--- config.mk ---
export PLATFORM = sky130hd
export DESIGN_NAME = stack_seq
export DESIGN_NICKNAME = d
export VERILOG_FILES = /design/src/rtl/stack_seq.sv
export SDC_FILE = /design/constraint.sdc
export NUM_CORES = 1
export LEC_CHECK = 0
export ABC_CLOCK_PERIOD_IN_PS = 2950
export BUFFER_PORTS_ARGS = -buffer_cell sky130_fd_sc_hd__buf_2
export CELL_PAD_IN_SITES_DETAIL_PLACEMENT = 0
export CELL_PAD_IN_SITES_GLOBAL_PLACEMENT = 1
export CORE_UTILIZATION = 39
export CTS_CLUSTER_SIZE = 20
export DETAILED_ROUTE_END_ITERATION = 16
export PLACE_DENSITY_LB_ADDON = 0.1
export SLEW_MARGIN = 20
export SYNTH_ARGS = -nofsm -noshare
export SYNTH_HDL_FRONTEND = slang
export SYNTH_SLANG_ARGS = --single-unit
export TNS_END_PERCENT = 1
--- constraint.sdc ---
create_clock -name clk -period 2.95 [get_ports clk]
set_clock_uncertainty 0.2 [all_clocks]
set_input_delay 0.295 -clock clk [delete_from_list [all_inputs] [get_ports clk]]
set_output_delay 0.295 -clock clk [all_outputs]
set_load 0.02 [all_outputs]
--- src/rtl/stack_seq.sv ---
module stack_seq #(
  parameter int PC_W = 22,
  parameter int PC_SPACE = 16,
  parameter int SP_W = 16,
  parameter logic [SP_W-1:0] SP_RESET = 16'h08FF
)(
  input  logic            clk,
  input  logic            rst_n,
  input  logic            wide_pc,
  input  logic            req_valid,
  input  logic [2:0]      req_op,
  input  logic [PC_W-1:0] pc_in,
  input  logic [PC_W-1:0] target_in,
  input  logic [15:0]     zptr_in,
  input  logic [7:0]      ext_in,
  output logic            mem_we,
  output logic            mem_re,
  output logic [SP_W-1:0] mem_addr,
  output logic [7:0]      mem_wdata,
  input  logic [7:0]      mem_rdata,
  output logic [SP_W-1:0] sp_out,
  output logic [PC_W-1:0] pc_out,
  output logic [7:0]      pop_data,
  output logic            set_ie,
  output logic            done
);
  localparam logic [PC_W-1:0] PC_MASK = PC_W'((64'd1 << PC_SPACE) - 64'd1);
  localparam logic [2:0] OP_DIR = 3'd0, OP_REL = 3'd1, OP_IND = 3'd2, OP_EIND = 3'd3,
                         OP_RET = 3'd4, OP_RETI = 3'd5, OP_PUSH = 3'd6, OP_POP = 3'd7;

  typedef enum logic [1:0] {S_IDLE, S_XFER, S_FIN} st_t;

  st_t             st;
  logic [2:0]      op_q;
  logic [1:0]      cnt;
  logic [23:0]     sh;
  logic [PC_W-1:0] tgt_q, pc_q;
  logic [SP_W-1:0] sp_q;
  logic [7:0]      pop_q;

  logic            accept, req_call, req_push, q_call, q_wr, q_ret;
  logic [PC_W-1:0] seq1, ret_addr, tgt;
  logic [1:0]      last_idx;
  logic [23:0]     assembled;

  assign accept   = req_valid && (st == S_IDLE);
  assign req_call = req_op <= OP_EIND;
  assign req_push = req_op == OP_PUSH;
  assign q_call   = op_q <= OP_EIND;
  assign q_ret    = (op_q == OP_RET) || (op_q == OP_RETI);
  assign q_wr     = q_call || (op_q == OP_PUSH);

  assign seq1     = pc_in + PC_W'(1);
  assign ret_addr = (req_op == OP_DIR) ? pc_in + PC_W'(2) : seq1;
  assign last_idx = (req_op >= OP_PUSH) ? 2'd0 : (wide_pc ? 2'd2 : 2'd1);
  assign assembled = {sh[15:0], mem_rdata};

  always_comb begin
    case (req_op)
      OP_DIR:  tgt = target_in;
      OP_REL:  tgt = seq1 + {{(PC_W-12){target_in[11]}}, target_in[11:0]};
      OP_IND:  tgt = PC_W'(zptr_in);
      OP_EIND: tgt = PC_W'({ext_in, zptr_in});
      default: tgt = '0;
    endcase
  end

  always_ff @(posedge clk) begin
    if (!rst_n) begin
      st    <= S_IDLE;
      op_q  <= '0;
      cnt   <= '0;
      sh    <= '0;
      tgt_q <= '0;
      pc_q  <= '0;
      sp_q  <= SP_RESET;
      pop_q <= '0;
    end else begin
      case (st)
        S_IDLE: if (accept) begin
          op_q  <= req_op;
          cnt   <= last_idx;
          tgt_q <= tgt & PC_MASK;
          sh    <= req_call ? 24'(ret_addr) : (req_push ? {16'd0, ext_in} : 24'd0);
          st    <= S_XFER;
        end
        S_XFER: begin
          if (q_wr) begin
            sp_q <= sp_q - SP_W'(1);
            sh   <= sh >> 8;
          end else begin
            sp_q <= sp_q + SP_W'(1);
            sh   <= assembled;
          end
          if (cnt == 2'd0) begin
            st <= S_FIN;
            if (q_call) pc_q <= tgt_q;
            if (q_ret)  pc_q <= PC_W'(assembled) & PC_MASK;
            if (op_q == OP_POP) pop_q <= mem_rdata;
          end else begin
            cnt <= cnt - 2'd1;
          end
        end
        default: st <= S_IDLE;
      endcase
    end
  end

  assign mem_we    = (st == S_XFER) && q_wr;
  assign mem_re    = (st == S_XFER) && !q_wr;
  assign mem_addr  = mem_re ? sp_q + SP_W'(1) : sp_q;
  assign mem_wdata = sh[7:0];
  assign sp_out    = sp_q;
  assign pc_out    = pc_q;
  assign pop_data  = pop_q;
  assign done      = st == S_FIN;
  assign set_ie    = done && (op_q == OP_RETI);
endmodule

# Word level (Yosys, flattened, before mapping)

Index checks and enable logic that the tools add are counted.

Add/subtract/negate cells: 6
$lt $le $gt $ge: 3
Eq/ne operators: 13
Mux-type cells: 19
Reductions and logical operators: 18

Operators by type and width:

| cell                  | count |
|---|---|
| $mux 22               | 4 |
| $pmux 16 s4           | 1 |
| $mux 24               | 2 |
| $pmux 24 s2           | 1 |
| $mux 16               | 2 |
| $add 22x1->22 const B | 1 |
| $add 22x2->22 const B | 1 |
| $add 16x1->16 const B | 1 |
| $add 16x16->16        | 1 |
| $sub 16x1->16 const B | 1 |
| $eq 3x3->1 const B    | 5 |
| $mux 2                | 6 |
| $reduce_and 3->1      | 3 |
| $mux 8                | 1 |
| $pmux 2 s2            | 2 |
| $eq 3x2->1 const B    | 2 |
| $le 3x2->1 const B    | 2 |
| $ne 2x2->1 const B    | 3 |
| $reduce_and 2->1      | 3 |
| $logic_and 1x1->1     | 4 |
| $logic_not 2->1       | 2 |
| $reduce_bool 2->1     | 2 |
| $eq 3x1->1 const B    | 1 |
| $ge 3x3->1 const B    | 1 |
| other kinds (6)       | 7 |

Flip-flop bits (word level): 93
Input port bits: 83
Word-level logic and storage cells: 67

# Longest topological paths before layout

Gate-level depths: netlist of run 1.

Word-level depth: 5
Mapped depth: 13
Gate-level depth less buffers: 12

# Worst setup path after synthesis of run 1

OpenSTA, ideal clock, no wires.

Path type: register to output
Start: register sp_q[0] (netlist: sp_out[0])
End: output mem_addr[10]
Data arrival time: 2168 ps
Path slack: 287 ps
Stages on the path, launching flop included: 7
Buffers on the path: 0
Cells stage by stage: dfxtp_1 ha_1 nand3_1 or3_1 or2_2 nor2_1 xor2_1

Longest elaborated chain between the ends: 2

RTL lines:

| what                   | RTL line | text |
|---|---|---|
| start, declared        | 38       | `logic [SP_W-1:0] sp_q;` |
| start signal, assigned | 89       | `sp_q <= sp_q - SP_W'(1);` |
| start signal, assigned | 92       | `sp_q <= sp_q + SP_W'(1);` |
| $add 16x1->16          | 111      | `assign mem_addr = mem_re ? sp_q + SP_W'(1) : sp_q;` |
| $mux 16                | 111      |  |
| end, declared          | 18       | `output logic [SP_W-1:0] mem_addr,` |

No other way between the ends.

# Worst setup path after layout of run 1

Start: register sp_q[1] (netlist: sp_out[1])
End: output mem_addr[10]

The elaborated chain is that of the path after synthesis.

==> results of run 1 <==
## area by class of cell
type,count,area [sq um],share of cell area (%)
multi-input combinational,642,4100,53.8
sequential,87,1750,22.9
timing repair buffer,195,1100,14.5
tap,211,264,3.46
clock buffer,9,225,2.96
clock inverter,7,113,1.48
inverter,18,67.6,0.887
## registers in the layout, summed over array words and instances (netlist names)
signal / count
pc_out: 16
sh: 24
cnt: 2
op_q: 3
pop_data: 8
st: 2
tgt_q: 16
sp_out: 16
## critical path, stage by stage, from the launching register on
cell	delay, ns
dfxtp_2	0.40
ha_1	0.22
nand3_1	0.13
or3_4	0.44
or2_2	0.31
nor2_1	0.15
xor2_1	0.15
buf_2	0.18
## logic make-up (layout without fill, tap and decap cells)
kind of cell	count (synthesis)	in the layout	synth area share, %
other	1	6	0.0606
DFF	87	87	28.1
xor gates and xnor gates	71	71	10.0
AOI/OAI and AO/OA	214	214	22.3
adders and majority gates	25	25	5.18
muxes	40	40	6.55
buffers and inverters	81	229	6.11
and+or+nand+nor	286	286	21.6
## synth_stat cells (all sizes together) (5+ instances only)
| cell type | instances | area [sq um] |
|---|---|---|
| nor4 | 6 | 37.5 |
| and2 | 5 | 31.3 |
| dfxtp | 87 | 1740 |
| o21ai | 55 | 275 |
| a22oi | 13 | 97.6 |
| xnor2 | 42 | 368 |
| inv | 17 | 63.8 |
| clkbuf | 32 | 120 |
| mux2i | 36 | 360 |
| buf | 31 | 190 |
| nor3 | 26 | 141 |
| nand3 | 31 | 155 |
| nor2 | 91 | 349 |
| o211ai | 12 | 90.1 |
| nand2 | 84 | 320 |
| nand4 | 8 | 50.1 |
| ha | 24 | 300 |
| a211oi | 21 | 168 |
| and3 | 6 | 37.5 |
| a221oi | 8 | 70.1 |
| a21oi | 61 | 305 |
| a31oi | 5 | 31.3 |
| xor2 | 29 | 254 |
## where the power goes
part | internal (mW) | switching, mW | leakage [nW] | total, mW
clock | 0.762 | 0.529 | 0.161 | 1.29
sequential | 1.26 | 0.0787 | 0.711 | 1.34
combinational | 0.399 | 0.608 | 2.32 | 1.01
## metal layers
metal	global-route usage (%)	wire length, microns	share of wire, %
met3	3.67	1120	5.3
met5	0	0	0
met2	40.7	9270	44
met4	7.20	328	1.6
met1	37.0	10200	49
## through the flow
step	util (%)	hold slack, ns	cell area, sq um
global route	49.6	0.0820	7620
finish	49.6	0.0567	7620
global placement	47.3	0.261	7270
detailed placement	47.3	0.255	7270
floorplan	-	0.224	6210
CTS	49.5	0.0515	7610
## final timing paths
path	endpoint	slack, ns	cells after the start
worst min register to register	tgt_q[6]	0.27	2
worst max register to register	sp_out[8]	0.61	8
worst min-delay path	tgt_q[3]	0.06	3
worst max-delay path	mem_addr[10]	0.14	7
## what timing repair did
item                       4_1_cts  5_1_grt
gates cloned                     0        0
gates resized for setup          2        3
setup endpoints to repair        2        3
==> results.json, run 1 <==
{
  "drc": 0,
  "avgRoutedWirePerCell_microns": 17.9,
  "start_util_pct": 40.3,
  "hold_viol_final": 0,
  "finalCritPeriodShare_pct": 95.4,
  "synthArstFlopShare_pct": 0,
  "nNetsFinal": 1061,
  "n_fill_cell": 1604,
  "min_from": "zptr_in[3]",
  "root_buffer": "clkbuf_16",
  "die_x_microns": 128,
  "synth_edf_count": 0,
  "tritoncts": "built",
  "placed_cells": 1153,
  "io_buffer_count": 144,
  "yosys_register_bits": 87,
  "gp_congestion": 0.922,
  "io_pins": 157,
  "vias": 6411,
  "antenna_found_initial": 0,
  "timing.fmax_mhz": 355,
  "tightest_slew_ns": 0.745,
  "grt_pass1_wl_microns": 32800,
  "drt-total-wl_microns": 21000,
  "worstSetupPathType": "reg2out",
  "yosysWarnings": 0,
  "syn_area_per_cell_sq_um": 7.69,
  "drv_cap": 0,
  "ctsHtreeMaxLevel": 3,
  "cts.sinks": 87,
  "clk_pin_slew_ns": 0.08,
  "grt_start_max_net_pins": 43,
  "via_per_inst": 5.48,
  "drv_slew": 0,
  "postCtsSetupRepairBufs": 0,
  "post-route-min-period_ns": 2.81,
  "final_layout_size_suffix_gt1_share_pct": 24.6,
  "fp.dieH_microns": 128,
  "layout_commonest_cell": "buf_2",
  "netlist_instances": 805,
  "p_total_mw": 3.63,
  "track_usage_pct": 26.0,
  "hold_class": "in2reg",
  "postCtsHoldBufs": 0,
  "area_delta_synth_final_pct": 23.1,
  "clkLatencyLatePin_ns": 0.35,
  "grt_pass1_vias": 5900,
  "final.setup.tns_ns": 0,
  "synth.distinct_cells": 67,
  "die-area_sq_um": 16400,
  "synth_ff_type": "dfxtp_1",
  "drtIter0Drc": 563,
  "cts_max_path_buffers": 2,
  "cts_made_buffers": 9,
  "drt_first_pass_iters": 5,
  "grt-ovfl-total": 0,
  "rows": 45,
  "p_leak_nw": 3.19,
  "setup_violations": 0,
  "end_kind": "primary output",
  "syn_area_sq_um": 6190,
  "status": "completed",
  "vdd_drop_max_mv": 0.253,
  "path_max_fanout": 8,
  "worstPathRequired_ns": 2.46,
  "synth_seq_area_share_pct": 28.1,
  "arrival_ns": 2.32,
  "p_per_area_nw_per_um2": 477,
  "dp_slack_ns": -0.146,
  "dp.final_hpwl_microns": 16400,
  "worstReg2RegStart": "sp_out[0]",
  "worst_slack_ns": 0.136,
  "relSlewSlack_pct": 49.9,
  "ant_nets": 0,
  "setup.worst_path.start": "sp_out[1]",
  "cp-start-kind": "flip-flop",
  "fp.coreArea_sq_um": 15400,
  "diodes": 0,
  "stdcell_count": 1169,
  "mostFrequentLayoutCells": "144 x buf_2, 88 x nor2_1, 85 x dfxtp_1"
}
(Power assumes the default switching activity.)
==> inputs of run 2 (changes only) <==
--- a/config.mk
+++ b/config.mk
@@ -12,7 +12,7 @@
 export CORE_UTILIZATION = 39
 export CTS_CLUSTER_SIZE = 20
 export DETAILED_ROUTE_END_ITERATION = 16
-export PLACE_DENSITY_LB_ADDON = 0.1
+export PLACE_DENSITY = 0.83
 export SLEW_MARGIN = 20
 export SYNTH_ARGS = -nofsm -noshare
 export SYNTH_HDL_FRONTEND = slang
==> run 2 against run 1 <==
  * Combinational power about the same
  * Largest power group unchanged
  * Sequential power hardly changed
  * Die area stayed put
==> results.json, run 2 (synthesis results as in run 1) <==
{
  "finalCritPeriodShare_pct": 94.0,
  "hold_class": "in2reg",
  "die_x_microns": 128,
  "io_buffer_count": 144,
  "gp_congestion": 0.973,
  "die-area_sq_um": 16400,
  "rows": 45,
  "cts.sinks": 87,
  "postCtsSetupRepairBufs": 0,
  "setup_violations": 0,
  "n_fill_cell": 1577,
  "min_to": "tgt_q[4]",
  "cts_made_buffers": 9,
  "p_leak_nw": 3.22,
  "worstSetupPathType": "reg2out",
  "largest_reg_flops": 24,
  "vdd_drop_max_mv": 0.276,
  "grt_pass1_vias": 5867,
  "min_from": "zptr_in[4]",
  "final.setup.tns_ns": 0,
  "reg2reg_depth": 9,
  "regMostFlops": "sh",
  "rsz0062_at_grt": "no",
  "drt_first_pass_iters": 5,
  "grt_start_max_net_pins": 39,
  "mostFrequentLayoutCells": "144 x buf_2, 88 x nor2_1, 87 x dfxtp_1",
  "cp_slowest_stage_delay_ns": 0.47,
  "via_per_inst": 5.46,
  "drv_cap": 0,
  "fp.coreArea_sq_um": 15400,
  "p_int_mw": 2.45,
  "relSlewSlack_pct": 50.3,
  "hold_viol_final": 0,
  "multi_input_area_sq_um": 4090,
  "io_pins": 157,
  "p_clk_share_pct": 35.2,
  "arrival_ns": 2.28,
  "avgRoutedWirePerCell_microns": 17.1,
  "layout_commonest_cell": "buf_2",
  "track_usage_pct": 24.7,
  "path_cells": "ha_1, nand3_1, or3_1, or2_2, nor2_1, xor2_1, buf_2",
  "tritoncts": "built",
  "postCtsHoldBufs": 0,
  "final_layout_size_suffix_gt1_share_pct": 24.6,
  "post-route-min-period_ns": 2.77,
  "drc": 0,
  "nNetsFinal": 1066,
  "diodes": 0,
  "clk_pin_slew_ns": 0.06,
  "cp_slowest_cell": "or3_1",
  "dp_slack_ns": 0.0698,
  "drtIter0Drc": 434,
  "dp.final_hpwl_microns": 15300,
  "hold_depth": 3,
  "tightest_slew_ns": 0.746,
  "p_seq_share_pct": 36.9,
  "worst_slack_ns": 0.178,
  "antenna_found_initial": 0,
  "ant_nets": 0,
  "seq_area_sq_um": 1740,
  "fp.dieH_microns": 128,
  "vias": 6405,
  "p_sw_mw": 1.16,
  "ctsHtreeMaxLevel": 3,
  "grt_pass1_wl_microns": 31400,
  "fin_util_pct": 49.7,
  "area_delta_synth_final_pct": 23.4,
  "worstReg2RegStart": "sp_out[0]",
  "p_per_area_nw_per_um2": 473,
  "worst-r2r-setup-slack_ns": 0.48,
  "cts.repair.resized": 0,
  "worstPathRequired_ns": 2.46,
  "start_util_pct": 40.3,
  "grt-ovfl-total": 0,
  "clkLatencyLatePin_ns": 0.34,
  "status": "completed",
  "timing.fmax_mhz": 361,
  "combPwrFrac_pct": 27.9,
  "swShare_pct": 32.1,
  "path_max_fanout": 5,
  "cp-start-kind": "flip-flop",
  "drv_slew": 0,
  "drt-total-wl_microns": 20100,
  "root_buffer": "clkbuf_16",
  "end_kind": "primary output",
  "cts_max_path_buffers": 2,
  "timing.rr.end": "sp_out[8]"
}
[run 2: cell types whose count changed in the layout (fill, tap and decap cells not counted), moves of 2 or more]
cell      delta
dfxtp_1      +2
clkinv_2     +2
buf_4        +5
clkbuf_8     +2
[run 2: area by class of cell]
type / count / share of cell area [%]
tap: 211 / 3.46
timing repair buffer: 200 / 14.9
inverter: 18 / 0.885
multi-input combinational: 642 / 53.6
clock buffer: 11 / 3.31
sequential: 87 / 22.8
clock inverter: 5 / 1.03
[run 2: worst max-delay path: cells and delay by family (launching register included)]
kind / cells / cell delay [ns]
flip-flops: 1 / 0.33
buffers and inverters: 1 / 0.18
XOR/XNOR: 1 / 0.15
AND/OR/NAND/NOR: 4 / 1.08
adder cells (fa/ha/maj): 1 / 0.20
[run 2: power by group through the flow]
stage                     logic [mW]  registers [mW]  clock network (mW)
after floorplan                0.624            1.37                   0
after global placement         0.996            1.36                   0
after detailed placement        1.00            1.36                   0
after CTS                       1.00            1.33                1.28
after global routing            1.11            1.34                1.33
final                           1.01            1.33                1.27
[run 2: stage by stage]
step                      instance area, sq um  total power [mW]  hold WS, ns  instances
after floorplan                           6210              1.99        0.224        810
after global placement                    7310              2.35        0.246       1158
after detailed placement                  7310              2.36        0.249       1158
after CTS                                 7640              3.62       0.0561       1174
after global routing                      7640              3.78       0.0822       1174
final                                     7640              3.61       0.0611       1174
[run 2: worst max path at each step]
stage / from / end / slack [ns] / depth (start not counted)
after floorplan: sp_out[0] / mem_addr[10] / 0.29 / 6
final: sp_out[1] / mem_addr[10] / 0.18 / 7
after CTS: sp_out[0] / mem_addr[10] / 0.17 / 7
after global routing: sp_out[0] / mem_addr[12] / 0.07 / 7
after global placement: pc_in[1] / tgt_q[14] / 0.09 / 12
after detailed placement: pc_in[1] / tgt_q[14] / 0.07 / 13
[run 2: per-layer routing]
layer / GRT usage [%] / part of all wire (%) / vias up
li1: - / - / 3179
met3: 3.01 / 5.8 / 33
met1: 35.5 / 48 / 2966
met4: 9.20 / 3.1 / 0
met5: 0 / 0 / -
met2: 37.7 / 43 / 227
==> inputs of run 3 (changes only) <==
--- a/config.mk
+++ b/config.mk
@@ -5,14 +5,14 @@
 export SDC_FILE = /design/constraint.sdc
 export NUM_CORES = 1
 export LEC_CHECK = 0
-export ABC_CLOCK_PERIOD_IN_PS = 2950
+export ABC_CLOCK_PERIOD_IN_PS = 3350
 export BUFFER_PORTS_ARGS = -buffer_cell sky130_fd_sc_hd__buf_2
 export CELL_PAD_IN_SITES_DETAIL_PLACEMENT = 0
 export CELL_PAD_IN_SITES_GLOBAL_PLACEMENT = 1
-export CORE_UTILIZATION = 39
+export CORE_UTILIZATION = 42
 export CTS_CLUSTER_SIZE = 20
 export DETAILED_ROUTE_END_ITERATION = 16
-export PLACE_DENSITY = 0.83
+export PLACE_DENSITY = 0.89
 export SLEW_MARGIN = 20
 export SYNTH_ARGS = -nofsm -noshare
 export SYNTH_HDL_FRONTEND = slang
==> constraint.sdc (replaced) <==
create_clock -name clk -period 3.35 [get_ports clk]
set_clock_uncertainty 0.2 [all_clocks]
set_input_delay 0.335 -clock clk [delete_from_list [all_inputs] [get_ports clk]]
set_output_delay 0.335 -clock clk [all_outputs]
set_load 0.02 [all_outputs]
==> run 3 against run 2 <==
  * Routed wire length decreased by 4.6%
  * First-iteration DRC count increased by 34%
  * Cell area shrank 4.7%
  * Sequential power is 11% lower
  * Combinational power fell by 19%
  * Global-route usage up 0.51 points
  * Clock power shrank 20%
  * Flip-flop and latch count stayed put
  * Power shrank 16%
  * Worst setup slack better by 0.013 ns
  * Core utilization is 1.8 points higher
  * Sequential share of layout area is 1.1 points higher
  * Critical path type unchanged
  * Highest routed layer unchanged
==> results.json, run 3 (synthesis results as in run 1) <==
{
  "drtIter0Drc": 581,
  "worst-r2r-setup-slack_ns": 0.88,
  "grt-ovfl-total": 0,
  "swShare_pct": 33.2,
  "track_usage_pct": 25.3,
  "cp-start-kind": "flip-flop",
  "tightest_slew_ns": 0.807,
  "drv_cap": 0,
  "ctsHtreeMaxLevel": 3,
  "vdd_drop_max_mv": 0.215,
  "path_cells": "ha_1, nand3_1, or3_1, or2_2, nor2_1, xor2_1, buf_2",
  "antenna_found_initial": 0,
  "cp_slowest_cell": "dfxtp_1",
  "area_delta_synth_final_pct": 17.7,
  "relSlewSlack_pct": 45.7,
  "cts_made_buffers": 9,
  "placed_cells": 1089,
  "via_per_inst": 5.71,
  "die-area_sq_um": 15200,
  "end_kind": "primary output",
  "rsz0062_at_grt": "no",
  "drt_first_pass_iters": 5,
  "path_max_fanout": 9,
  "largest_reg_flops": 24,
  "post-route-min-period_ns": 3.16,
  "io_buffer_count": 144,
  "drv_slew": 0,
  "p_seq_share_pct": 39.1,
  "p_per_area_nw_per_um2": 414,
  "final.setup.tns_ns": 0,
  "mostFrequentLayoutCells": "144 x buf_2, 88 x nor2_1, 87 x dfxtp_1",
  "clkLatencyLatePin_ns": 0.34,
  "vias": 6309,
  "hold_viol_final": 0,
  "ant_nets": 0,
  "io_pins": 157,
  "root_buffer": "clkbuf_16",
  "dp.final_hpwl_microns": 14400,
  "tritoncts": "built",
  "grt_pass1_wl_microns": 29300,
  "fp.dieH_microns": 123,
  "seq_area_sq_um": 1740,
  "start_util_pct": 43.7,
  "cts.repair.resized": 0,
  "cts.sinks": 87,
  "timing.fmax_mhz": 317,
  "finalCritPeriodShare_pct": 94.3,
  "p_int_mw": 2.02,
  "worstSetupPathType": "reg2out",
  "regMostFlops": "sh",
  "multi_input_area_sq_um": 4090,
  "layout_commonest_cell": "buf_2",
  "drc": 0,
  "n_fill_cell": 1413,
  "hold_class": "in2reg",
  "stdcell_count": 1105,
  "postCtsHoldBufs": 0,
  "setup_violations": 0,
  "grt_start_max_net_pins": 43,
  "drt-total-wl_microns": 19100,
  "placed_area_sq_um": 6980,
  "p_leak_nw": 3.02,
  "clk_pin_slew_ns": 0.06,
  "diodes": 0,
  "p_clk_share_pct": 33.8,
  "arrival_ns": 2.62,
  "fp.coreArea_sq_um": 14100,
  "postCtsSetupRepairBufs": 0,
  "cp_slowest_stage_delay_ns": 0.50,
  "avgRoutedWirePerCell_microns": 17.3,
  "rows": 43,
  "worstPathRequired_ns": 2.81,
  "final_layout_size_suffix_gt1_share_pct": 21.4,
  "gp_congestion": 0.949,
  "die_x_microns": 123,
  "nNetsFinal": 1028,
  "combPwrFrac_pct": 27.1,
  "status": "completed",
  "p_sw_mw": 1.00,
  "final_cell_area_sq_um": 7280,
  "cts_max_path_buffers": 2,
  "grt_pass1_vias": 5497
}
[run 3: cell count changes in the layout (fill, tap and decap cells not counted)]
cell	previous run	this run
buf_4	56	18
clkinv_4	0	2
bufinv_16	2	1
clkbuf_1	0	1
clkbuf_8	2	1
inv_6	1	0
[run 3: cell type report]
class,instances,share of cell area [%]
Multi-Input combinational cell,642,56.2
Sequential cell,87,23.9
Timing Repair Buffer,162,11.8
Clock buffer,11,3.33
Tap cell,180,3.09
Inverter,18,0.928
Clock inverter,5,0.790
[run 3: power by group through the flow]
stage,clock network (mW),logic (mW),registers (mW)
2_1_floorplan,0,0.550,1.20
3_3_place_gp,0,0.802,1.20
3_5_place_dp,0,0.807,1.20
4_1_cts,1.03,0.811,1.18
5_1_grt,1.07,0.896,1.19
6_report,1.02,0.818,1.18
[run 3: metrics by stage]
step | worst slack (ns) | total power, mW | hold WS [ns] | util [%]
after global routing | 0.0218 | 3.16 | 0.123 | 51.5
final | 0.191 | 3.02 | 0.0908 | 51.5
after floorplan | 0.647 | 1.75 | 0.224 | -
after detailed placement | 0.197 | 2.01 | 0.252 | 49.3
after CTS | 0.191 | 3.02 | 0.0880 | 51.5
after global placement | 0.248 | 2.00 | 0.249 | 49.3
[run 3: worst paths after layout]
check,from,endpoint,depth (start not counted)
min reg2reg,tgt_q[3],tgt_q[3],2
min,zptr_in[3],tgt_q[3],3
max reg2reg,sp_out[0],sp_out[12],7
max,sp_out[0],mem_addr[10],7
[run 3: critical path: cells and delay by family (launching register included)]
family	cells	cell delay (ns)
flip-flops	1	0.50
adder cells (fa/ha/maj)	1	0.26
buffers and inverters	1	0.17
XOR/XNOR	1	0.15
AND/OR/NAND/NOR	4	1.20
[run 3: layer usage]
layer  track usage [%]  share of wire (%)
met1              36.7                 48
met2              39.5                 45
met3              2.31                6.1
met4              7.08                1.3
met5                 0                  0
